--- src/rtl/win_ctl_pkg.sv ---
package win_ctl_pkg;

    localparam int PTR_W = 5;
    localparam int WIM_W = 32;

    typedef enum logic [2:0] {
        OP_NONE,
        OP_WIMWR,
        OP_TRAP,
        OP_RETT,
        OP_SAVE,
        OP_RESTORE
    } win_op_e;

    typedef struct packed {
        logic [PTR_W-1:0] cwp;
        logic             ovf;
        logic             unf;
    } step_res_t;

    function automatic logic [PTR_W-1:0] ptr_dn(logic [PTR_W-1:0] p, int unsigned n);
        return (p == '0) ? PTR_W'(n - 1) : p - 1'b1;
    endfunction

    function automatic logic [PTR_W-1:0] ptr_up(logic [PTR_W-1:0] p, int unsigned n);
        return (p == PTR_W'(n - 1)) ? '0 : p + 1'b1;
    endfunction

    function automatic logic [WIM_W-1:0] live_mask(int unsigned n);
        logic [WIM_W-1:0] m;
        for (int i = 0; i < WIM_W; i++) m[i] = (i < n);
        return m;
    endfunction

endpackage

--- src/rtl/win_op_pick.sv ---
module win_op_pick
    import win_ctl_pkg::*;
(
    input  logic    wim_we,
    input  logic    trap,
    input  logic    rett,
    input  logic    save,
    input  logic    restore,
    output win_op_e op
);
    // Fixed priority: mask write, trap entry, return-from-trap, save, restore
    always_comb begin
        if (wim_we)       op = OP_WIMWR;
        else if (trap)    op = OP_TRAP;
        else if (rett)    op = OP_RETT;
        else if (save)    op = OP_SAVE;
        else if (restore) op = OP_RESTORE;
        else              op = OP_NONE;
    end
endmodule

--- src/rtl/win_ptr_step.sv ---
module win_ptr_step
    import win_ctl_pkg::*;
#(
    parameter int unsigned NWIN = 8
) (
    input  win_op_e          op,
    input  logic [PTR_W-1:0] cwp,
    input  logic [WIM_W-1:0] wim,
    output step_res_t        res
);
    logic [PTR_W-1:0] up_ptr;
    logic [PTR_W-1:0] dn_ptr;
    logic             up_bad;
    logic             dn_bad;

    assign up_ptr = ptr_up(cwp, NWIN);
    assign dn_ptr = ptr_dn(cwp, NWIN);
    assign up_bad = wim[up_ptr];
    assign dn_bad = wim[dn_ptr];

    always_comb begin
        res.cwp = cwp;
        res.ovf = 1'b0;
        res.unf = 1'b0;
        unique case (op)
            OP_TRAP: res.cwp = dn_ptr;           // unchecked move
            OP_SAVE: begin
                if (dn_bad) res.ovf = 1'b1;
                else        res.cwp = dn_ptr;
            end
            OP_RETT, OP_RESTORE: begin
                if (up_bad) res.unf = 1'b1;
                else        res.cwp = up_ptr;
            end
            default: ;
        endcase
    end
endmodule

--- src/rtl/win_mask_reg.sv ---
module win_mask_reg
    import win_ctl_pkg::*;
#(
    parameter int unsigned NWIN = 8
) (
    input  logic             clk,
    input  logic             rst,
    input  logic             we,
    input  logic [WIM_W-1:0] wdata,
    output logic [WIM_W-1:0] wim
);
    localparam logic [WIM_W-1:0] LIVE = live_mask(NWIN);

    always_ff @(posedge clk) begin
        if (rst)     wim <= '0;
        else if (we) wim <= wdata & LIVE;
    end

    // no bit at or above the window count ever reads as set
    a_r8_upper_clear: assert property (@(posedge clk) disable iff (rst)
        (wim & ~LIVE) == '0);

    // a write lands its live bits one cycle later
    a_r8_write_lands: assert property (@(posedge clk) disable iff (rst)
        we |=> (wim == ($past(wdata) & LIVE)));
endmodule

--- src/rtl/win_ptr_ctl.sv ---
module win_ptr_ctl
    import win_ctl_pkg::*;
#(
    parameter int unsigned NWIN = 8
) (
    input  logic        clk,
    input  logic        rst,
    input  logic        save_i,
    input  logic        restore_i,
    input  logic        trap_i,
    input  logic        rett_i,
    input  logic        wim_we_i,
    input  logic [31:0] wim_wdata_i,
    output logic [4:0]  cwp_o,
    output logic [31:0] wim_o,
    output logic        ovf_o,
    output logic        unf_o
);
    win_op_e          op;
    step_res_t        nxt;
    logic [PTR_W-1:0] cwp_q;
    logic [WIM_W-1:0] wim_q;
    logic             ovf_q;
    logic             unf_q;

    win_op_pick u_pick (
        .wim_we  (wim_we_i),
        .trap    (trap_i),
        .rett    (rett_i),
        .save    (save_i),
        .restore (restore_i),
        .op      (op)
    );

    win_mask_reg #(.NWIN(NWIN)) u_mask (
        .clk   (clk),
        .rst   (rst),
        .we    (op == OP_WIMWR),
        .wdata (wim_wdata_i),
        .wim   (wim_q)
    );

    win_ptr_step #(.NWIN(NWIN)) u_step (
        .op  (op),
        .cwp (cwp_q),
        .wim (wim_q),
        .res (nxt)
    );

    always_ff @(posedge clk) begin
        if (rst) begin
            cwp_q <= '0;
            ovf_q <= 1'b0;
            unf_q <= 1'b0;
        end else begin
            cwp_q <= nxt.cwp;
            ovf_q <= nxt.ovf;
            unf_q <= nxt.unf;
        end
    end

    assign cwp_o = cwp_q;
    assign wim_o = wim_q;
    assign ovf_o = ovf_q;
    assign unf_o = unf_q;

    a_r2_ptr_in_range: assert property (@(posedge clk) disable iff (rst)
        cwp_q < PTR_W'(NWIN));

    a_r4_ovf_holds_ptr: assert property (@(posedge clk) disable iff (rst)
        ovf_q |-> $stable(cwp_q));

    a_r5_unf_holds_ptr: assert property (@(posedge clk) disable iff (rst)
        unf_q |-> $stable(cwp_q));

    a_r6_trap_no_fault: assert property (@(posedge clk) disable iff (rst)
        (op == OP_TRAP) |=> (!ovf_q && !unf_q && cwp_q == ptr_dn($past(cwp_q), NWIN)));

    a_r8_write_keeps_ptr: assert property (@(posedge clk) disable iff (rst)
        (op == OP_WIMWR) |=> ($stable(cwp_q) && !ovf_q && !unf_q));

    a_r9_clear_mask_no_fault: assert property (@(posedge clk) disable iff (rst)
        (wim_q == '0) |=> (!ovf_q && !unf_q));

    a_r11_one_fault: assert property (@(posedge clk) disable iff (rst)
        !(ovf_q && unf_q));

    a_r11_ovf_from_save: assert property (@(posedge clk) disable iff (rst)
        (op != OP_SAVE) |=> !ovf_q);
endmodule

--- config.mk ---
export PLATFORM = sky130hd
export DESIGN_NAME = win_ptr_ctl
export DESIGN_NICKNAME = d
export VERILOG_FILES = /design/src/rtl/win_ctl_pkg.sv /design/src/rtl/win_op_pick.sv /design/src/rtl/win_ptr_step.sv /design/src/rtl/win_mask_reg.sv /design/src/rtl/win_ptr_ctl.sv
export SDC_FILE = /design/constraint.sdc
export NUM_CORES = 1
export LEC_CHECK = 0
export ABC_AREA = 0
export BUFFER_PORTS_ARGS = -buffer_cell sky130_fd_sc_hd__buf_2
export CAP_MARGIN = 5
export CORE_MARGIN = 2
export CORE_UTILIZATION = 45
export CTS_BUF_LIST = sky130_fd_sc_hd__clkbuf_2
export DETAILED_ROUTE_END_ITERATION = 10
export HOLD_SLACK_MARGIN = 0.15
export MAX_ROUTING_LAYER = met4
export PLACE_DENSITY_LB_ADDON = 0.3
export SLEW_MARGIN = 5
export SYNTH_ARGS = -nofsm -noshare
export SYNTH_HDL_FRONTEND = slang
export SYNTH_HIERARCHICAL = 1
export SYNTH_SLANG_ARGS = --single-unit
--- constraint.sdc ---
create_clock -name clk -period 6.6 [get_ports clk]
set_clock_uncertainty 0.05 [all_clocks]
set_input_delay 0.99 -clock clk [delete_from_list [all_inputs] [get_ports clk]]
set_output_delay 0.99 -clock clk [all_outputs]
set_load 0.02 [all_outputs]
==> metrics.log, run 1 <==
INFO  metric holdWs = 0.508 ns
INFO  metric fin_area = 0.00189 mm^2
INFO  metric fp-row-count = 23
INFO  metric detail_route.drc_violations = 0
INFO  metric drt-initial-drc-count = 102
INFO  metric synth_seq_cells = 15
INFO  metric holdCritPathClass = reg2reg
INFO  metric cts.hold.buffers_added = 0
INFO  metric hold_violations = 0
INFO  metric drive_gt1_frac = 0.220
INFO  metric crit_type = reg2reg
INFO  metric r2r.worst_path.cells = 11
INFO  metric rsz0062_at_grt = false
INFO  metric die_h = 67.6 um
INFO  metric design.core.area = 0.00394 mm^2
INFO  metric cts.sinks = 15
INFO  metric critical_path.n_buffers_inverters = 1
INFO  metric place_area = 0.00187 mm^2
INFO  metric status = completed
INFO  metric power.density_cell_area = 228 mW/mm^2
INFO  metric clk_latency = 0.30 ns
INFO  metric end_kind = flip-flop
INFO  metric worst-path-max-fanout = 14
INFO  metric synth-warning-count = 6
INFO  metric grt_antenna_before_repair = 0
INFO  metric p_leak = 0.000797 uW
INFO  metric maxClockFrequency = 255 MHz
INFO  metric grt_pass1_wl = 6490 um
INFO  metric cpPeakStageDelay = 0.65 ns
INFO  metric via_count = 1,608
INFO  metric cts_resized = 0
INFO  metric design.final.nets = 274
INFO  metric min_period_over_period = 0.594
INFO  metric first_global_vias = 1,449
INFO  metric crit_chain = inv_1, ha_1, or3b_1, o21a_1, mux4_2, a22oi_2, nand4_2, and3_4, or4b_1, o211a_1, nor2b_1
INFO  metric synth_enable_flop_cells = 0
INFO  metric timing_max_transition_violations_final = 0
INFO  metric drt-vias-per-instance = 5.70
INFO  metric asyncSetResetFlopFracSynth = 0
INFO  metric detail_route.wirelength = 4100 um
INFO  metric cp_data_arrival_time = 4.08 ns
INFO  metric synth_flop_cell = sky130_fd_sc_hd__dfxtp_1
INFO  metric finalCoreUtilization = 0.480
INFO  metric timing.max_cap.violations = 0
INFO  metric syn-mean-instance-area = 8.62 um^2
INFO  metric diodes = 0
INFO  metric reg2reg_from = cwp_o[0]
INFO  metric postCtsSetupBuffers = 0
INFO  metric finalSetupTns = 0 ns
INFO  metric grt_max_degree = 22
INFO  metric cts.path.max_buffers = 2
INFO  metric required_time_of_the_critical_path = 6.76 ns
INFO  metric max_slew.worst_pin.slew = 0.832 ns
INFO  metric critical_path.startpoint_type = flip-flop
INFO  metric final_period_minus_worst_setup_slack = 3.92 ns
INFO  metric die-width = 67.6 um
INFO  metric clk_transition_reported_paths = 0.16 ns
INFO  metric stages_on_worst_setup_path = 11
INFO  metric timing.slew.headroom = 0.445
INFO  metric worst_hold_startpoint = u_mask/wim[0]
INFO  metric detail_route_antenna_nets = 0
INFO  metric overflow = 0
INFO  metric finalSetupViolCount = 0
INFO  metric max-vdd-ir-drop = 0.110 mV
INFO  metric io-pin-count = 78
INFO  metric timing.critical_path.from = cwp_o[0]
INFO  metric slowest_stage = sky130_fd_sc_hd__dfxtp_1
INFO  metric numPortBuffers = 29
INFO  metric mostFrequentLayoutCell = sky130_fd_sc_hd__buf_2
INFO  metric post-dp-hpwl = 3210 um
INFO  metric synth.distinct_cells = 60
INFO  metric cts_tree = built
INFO  metric critical-path-top-delay-family = simple AND/OR/NAND/NOR gates
INFO  metric routed_wire_length_per_instance = 14.5 um
INFO  metric overall_die_area = 0.00457 mm^2
INFO  metric layout.cells.most_common_list = 29 x sky130_fd_sc_hd__buf_2, 24 x sky130_fd_sc_hd__conb_1, 22 x sky130_fd_sc_hd__nor2_1
INFO  metric grt_use_total = 0.192
INFO  metric drt_pre_antenna_iters = 4
INFO  metric cts_max_level = 1
INFO  metric inserted_clock_buffers = 3
INFO  metric syn_inst = 211
INFO  metric timing.hold.worst_path_depth = 2
INFO  metric globalplace.congestion = 0.898
INFO  metric post_synth_instance_area = 0.00182 mm^2
INFO  metric clk_root_buffer_cell = sky130_fd_sc_hd__clkbuf_2
INFO  metric flow.area_growth_from_synthesis = 4.06%
INFO  metric ys_seq_area_frac = 0.165
INFO  metric initial_core_util = 0.461
==> through the flow <==
| stage | power (uW) | cells | setup slack, ns |
|---|---|---|---|
| floorplan | 348 | 234 | 3.09 |
| global placement | 380 | 278 | 2.74 |
| CTS | 428 | 282 | 2.71 |
| finish | 431 | 282 | 2.68 |
| global route | 464 | 282 | 2.51 |
| detailed placement | 383 | 278 | 2.74 |
==> path summary, 6_finish.rpt <==
check / slack (ns) / endpoint
min reg2reg: 0.51 / u_mask/wim[0]
min: 0.51 / u_mask/wim[0]
max: 2.68 / cwp_o[0]
max reg2reg: 2.68 / cwp_o[0]
==> cell usage after synthesis, drive strengths merged (5+ instances only) <==
master / number / share of area
nand2: 11 / 0.023
nand2b: 5 / 0.017
nor2b: 9 / 0.031
clkbuf: 7 / 0.014
dfxtp: 15 / 0.17
o21ai: 8 / 0.022
nor2: 22 / 0.045
inv: 7 / 0.014
mux2i: 11 / 0.061
buf: 29 / 0.12
mux4: 14 / 0.18
nand3: 8 / 0.022
==> metal layers <==
| layer | global-route usage | vias to the layer above | wire, um |
|---|---|---|---|
| li1 | - | 780 | - |
| met1 | 0.240 | 765 | 1740 |
| met2 | 0.311 | 59 | 2030 |
| met3 | 0.0467 | 4 | 282 |
| met4 | 0.0459 | 0 | 42 |
| met5 | - | - | 0 |
==> area by class of cell <==
cell class / count / area [um^2]
multi-input cells: 176 / 1330
repair buffers: 30 / 153
inverters: 7 / 26.3
well taps: 50 / 62.6
fillers: 403 / 2050
clock inverters: 1 / 5.00
clock buffers: 3 / 15.0
flip-flops and latches: 15 / 300
==> report_power, final <==
part	switching [uW]	internal [uW]	leakage [uW]
Sequential	17.4	98.5	0.000123
Clock	31.1	13.7	0.0000164
Combinational	148	122	0.000658
Total	197	234	0.000797
==> state kept, by name, summed over array words and instances (netlist names) <==
register	cells
cwp_o	5
u_mask/wim	8
ovf_o	1
unf_o	1
==> worst register-to-register path: stages, from the launching register on <==
cell	delay [ns]
sky130_fd_sc_hd__dfxtp_1	0.65
sky130_fd_sc_hd__inv_1	0.25
sky130_fd_sc_hd__ha_1	0.35
sky130_fd_sc_hd__or3b_1	0.22
sky130_fd_sc_hd__o21a_1	0.40
sky130_fd_sc_hd__mux4_2	0.61
sky130_fd_sc_hd__a22oi_2	0.23
sky130_fd_sc_hd__nand4_2	0.18
sky130_fd_sc_hd__and3_4	0.19
sky130_fd_sc_hd__or4b_1	0.46
sky130_fd_sc_hd__o211a_1	0.13
sky130_fd_sc_hd__nor2b_1	0.12
==> cells by family after synthesis <==
| family | share of synthesized area |
|---|---|
| AND/OR/NAND/NOR | 0.259 |
| buffers and inverters | 0.151 |
| AO/OA/AOI/OAI | 0.151 |
| multiplexers | 0.244 |
| flip-flops | 0.165 |
| XOR/XNOR | 0.0144 |
| adder cells (fa/ha/maj) | 0.0138 |
| other | 0.00206 |
Note: power is estimated with default switching activity, not from simulation.
==> run 2: changes to the inputs <==
- clock period: 6.6 -> 3.9 ns (I/O delays scaled with it)
==> run 2 against run 1 <==
Net effect: global-route usage decreased by 0.099 points; cell area increased by 2.4%; critical endpoint unchanged; clock power up 67%; routed wire length is 0.83% lower; via count decreased by 0.87%; worst hold slack got worse by 0.020 ns; flip-flop and latch count stayed put; clock-buffer cell count increased by 1; register-to-register slack worse by 2.2 ns; critical path type unchanged; non-clock buffer count grew 6; sequential power grew 55%; worst setup slack got worse by 2.2 ns.
==> metrics.log, run 2 (synthesized netlist as in run 1, its figures left out) <==
INFO  metric min_period_over_period = 0.876
INFO  metric clk_root_buffer_cell = sky130_fd_sc_hd__clkbuf_2
INFO  metric critical_path.reg2reg.endpoint = cwp_o[0]
INFO  metric crit_type = reg2reg
INFO  metric timing.max_cap.violations = 0
INFO  metric inserted_clock_buffers = 3
INFO  metric critical-path-top-delay-family = simple AND/OR/NAND/NOR gates
INFO  metric max_slew.worst_pin.slew = 0.667 ns
INFO  metric internal_power = 420 uW
INFO  metric post-dp-hpwl = 3270 um
INFO  metric largest_register_ff_count = 8
INFO  metric timing_max_transition_violations_final = 0
INFO  metric finalSetupTns = 0 ns
INFO  metric cts.hold.buffers_added = 0
INFO  metric first_global_vias = 1,347
INFO  metric timing.hold.worst_path_depth = 3
INFO  metric maxClockFrequency = 293 MHz
INFO  metric initial_core_util = 0.461
INFO  metric clkPwrFrac = 0.100
INFO  metric hold_violations = 0
INFO  metric detail_route.drc_violations = 0
INFO  metric drive_gt1_frac = 0.239
INFO  metric max-vdd-ir-drop = 0.156 mV
INFO  metric cts.path.max_buffers = 2
INFO  metric die_h = 67.6 um
INFO  metric grt_use_total = 0.191
INFO  metric worst-path-max-fanout = 6
INFO  metric post-layout-total-power = 751 uW
INFO  metric cts_resized = 0
INFO  metric globalplace.congestion = 0.868
INFO  metric combPwrFrac = 0.660
INFO  metric finalSetupViolCount = 0
INFO  metric cp_data_arrival_time = 3.55 ns
INFO  metric detail_route.wirelength = 4060 um
INFO  metric grt_max_degree = 19
INFO  metric power.density_cell_area = 388 mW/mm^2
INFO  metric io-pin-count = 78
INFO  metric final_period_minus_worst_setup_slack = 3.42 ns
INFO  metric design.final.nets = 280
INFO  metric p_switching = 332 uW
INFO  metric p_leak = 0.000829 uW
INFO  metric finalNonFillerCells = 288
INFO  metric r2r.worst_path.cells = 11
INFO  metric routed_wire_length_per_instance = 14.1 um
INFO  metric via_count = 1,594
INFO  metric critical_path.startpoint_type = flip-flop
INFO  metric overall_die_area = 0.00457 mm^2
INFO  metric drt-vias-per-instance = 5.53
INFO  metric timing.slew.headroom = 0.554
INFO  metric mostFrequentLayoutCell = sky130_fd_sc_hd__buf_2
INFO  metric end_kind = flip-flop
INFO  metric die-width = 67.6 um
INFO  metric flow.area_growth_from_synthesis = 6.53%
INFO  metric power.share.sequential = 0.240
INFO  metric detail_route_antenna_nets = 0
INFO  metric required_time_of_the_critical_path = 4.03 ns
INFO  metric cts_max_level = 1
INFO  metric dpl_worst_slack = 0.531 ns
INFO  metric reg2reg_from = cwp_o[0]
INFO  metric drt-initial-drc-count = 59
INFO  metric rsz0062_at_grt = false
INFO  metric r2r_slack = 0.48 ns
INFO  metric overflow = 0
INFO  metric clk_latency = 0.28 ns
INFO  metric worst_hold_startpoint = wim_wdata_i[2]
INFO  metric crit_chain = inv_1, ha_1, or3b_1, o21a_1, mux4_2, a22oi_2, nand4_2, and3_4, or4b_1, o211a_1, nor2b_1
INFO  metric cpPeakStageDelay = 0.47 ns
INFO  metric fillers = 395
INFO  metric worst_hold_path.endpoint = u_mask/wim[2]
INFO  metric grt_antenna_before_repair = 0
INFO  metric drt_pre_antenna_iters = 4
INFO  metric grt_pass1_wl = 6400 um
INFO  metric clk_transition_reported_paths = 0.14 ns
INFO  metric fp-row-count = 23
INFO  metric design.core.area = 0.00394 mm^2
INFO  metric diodes = 0
INFO  metric numPortBuffers = 29
INFO  metric critical_path.n_buffers_inverters = 1
INFO  metric layout.cells.most_common_list = 29 x sky130_fd_sc_hd__buf_2, 24 x sky130_fd_sc_hd__conb_1, 22 x sky130_fd_sc_hd__nor2_1
INFO  metric holdCritPathClass = in2reg
INFO  metric cts.sinks = 15
INFO  metric power.share.switching = 0.441
INFO  metric cts_tree = built
INFO  metric top_register = u_mask/wim
INFO  metric postCtsSetupBuffers = 0
INFO  metric status = completed
INFO  metric slowest_stage = sky130_fd_sc_hd__mux4_2
INFO  metric setup_slack = 0.484 ns
INFO  metric post-place-cells = 284
[run 2: cell types whose count changed in the layout (fill, tap and decap cells not counted), sizes merged]
cell	change
clkbuf	+1
buf	+6
clkinv	-1
[run 2: power by group through the flow]
| stage | Sequential, uW | Clock [uW] | Combinational, uW |
|---|---|---|---|
| 6_report | 180 | 74.9 | 496 |
| 5_1_grt | 184 | 88.1 | 545 |
| 4_1_cts | 181 | 79.0 | 487 |
| 3_5_place_dp | 184 | 0 | 485 |
| 3_3_place_gp | 184 | 0 | 485 |
| 2_1_floorplan | 198 | 0 | 391 |
[run 2: worst register-to-register path: stages (launching register included)]
cell	delay [ns]
sky130_fd_sc_hd__dfxtp_1	0.34
sky130_fd_sc_hd__inv_1	0.16
sky130_fd_sc_hd__ha_1	0.33
sky130_fd_sc_hd__or3b_1	0.42
sky130_fd_sc_hd__o21a_1	0.25
sky130_fd_sc_hd__mux4_2	0.47
sky130_fd_sc_hd__a22oi_2	0.22
sky130_fd_sc_hd__nand4_2	0.17
sky130_fd_sc_hd__and3_4	0.20
sky130_fd_sc_hd__or4b_1	0.46
sky130_fd_sc_hd__o211a_1	0.13
sky130_fd_sc_hd__nor2b_1	0.12
[run 2: layer usage]
metal / vias to the layer above / routed length, um / GRT usage
met5: - / 0 / -
met4: 0 / 19 / 0.0306
met3: 2 / 234 / 0.0417
met2: 47 / 1940 / 0.287
met1: 753 / 1870 / 0.267
li1: 792 / - / -
[run 2: how the worst max path moves through the flow]
stage / startpoint / endpoint / slack (ns) / cells after the start
finish: cwp_o[0] / cwp_o[0] / 0.48 / 11
floorplan: cwp_o[0] / cwp_o[0] / 0.39 / 12
detailed placement: cwp_o[0] / cwp_o[0] / 0.53 / 11
CTS: cwp_o[0] / cwp_o[0] / 0.49 / 11
global placement: cwp_o[0] / cwp_o[0] / 0.53 / 11
global route: cwp_o[0] / cwp_o[0] / 0.28 / 11
[run 2: layout make-up]
| class | count | area [um^2] | share of cell area |
|---|---|---|---|
| Multi-Input combinational cell | 176 | 1330 | 0.687 |
| Sequential cell | 15 | 300 | 0.155 |
| Timing Repair Buffer | 36 | 198 | 0.102 |
| Tap cell | 50 | 62.6 | 0.0323 |
| Inverter | 7 | 26.3 | 0.0136 |
| Clock buffer | 4 | 20.0 | 0.0103 |
[run 2: through the flow]
step                area [um^2]  hold slack [ns]  utilization
floorplan                  1910            0.549            -
global placement           1920            0.479        0.487
detailed placement         1920            0.482        0.487
CTS                        1940            0.478        0.492
global route               1940            0.467        0.492
finish                     1940            0.488        0.492
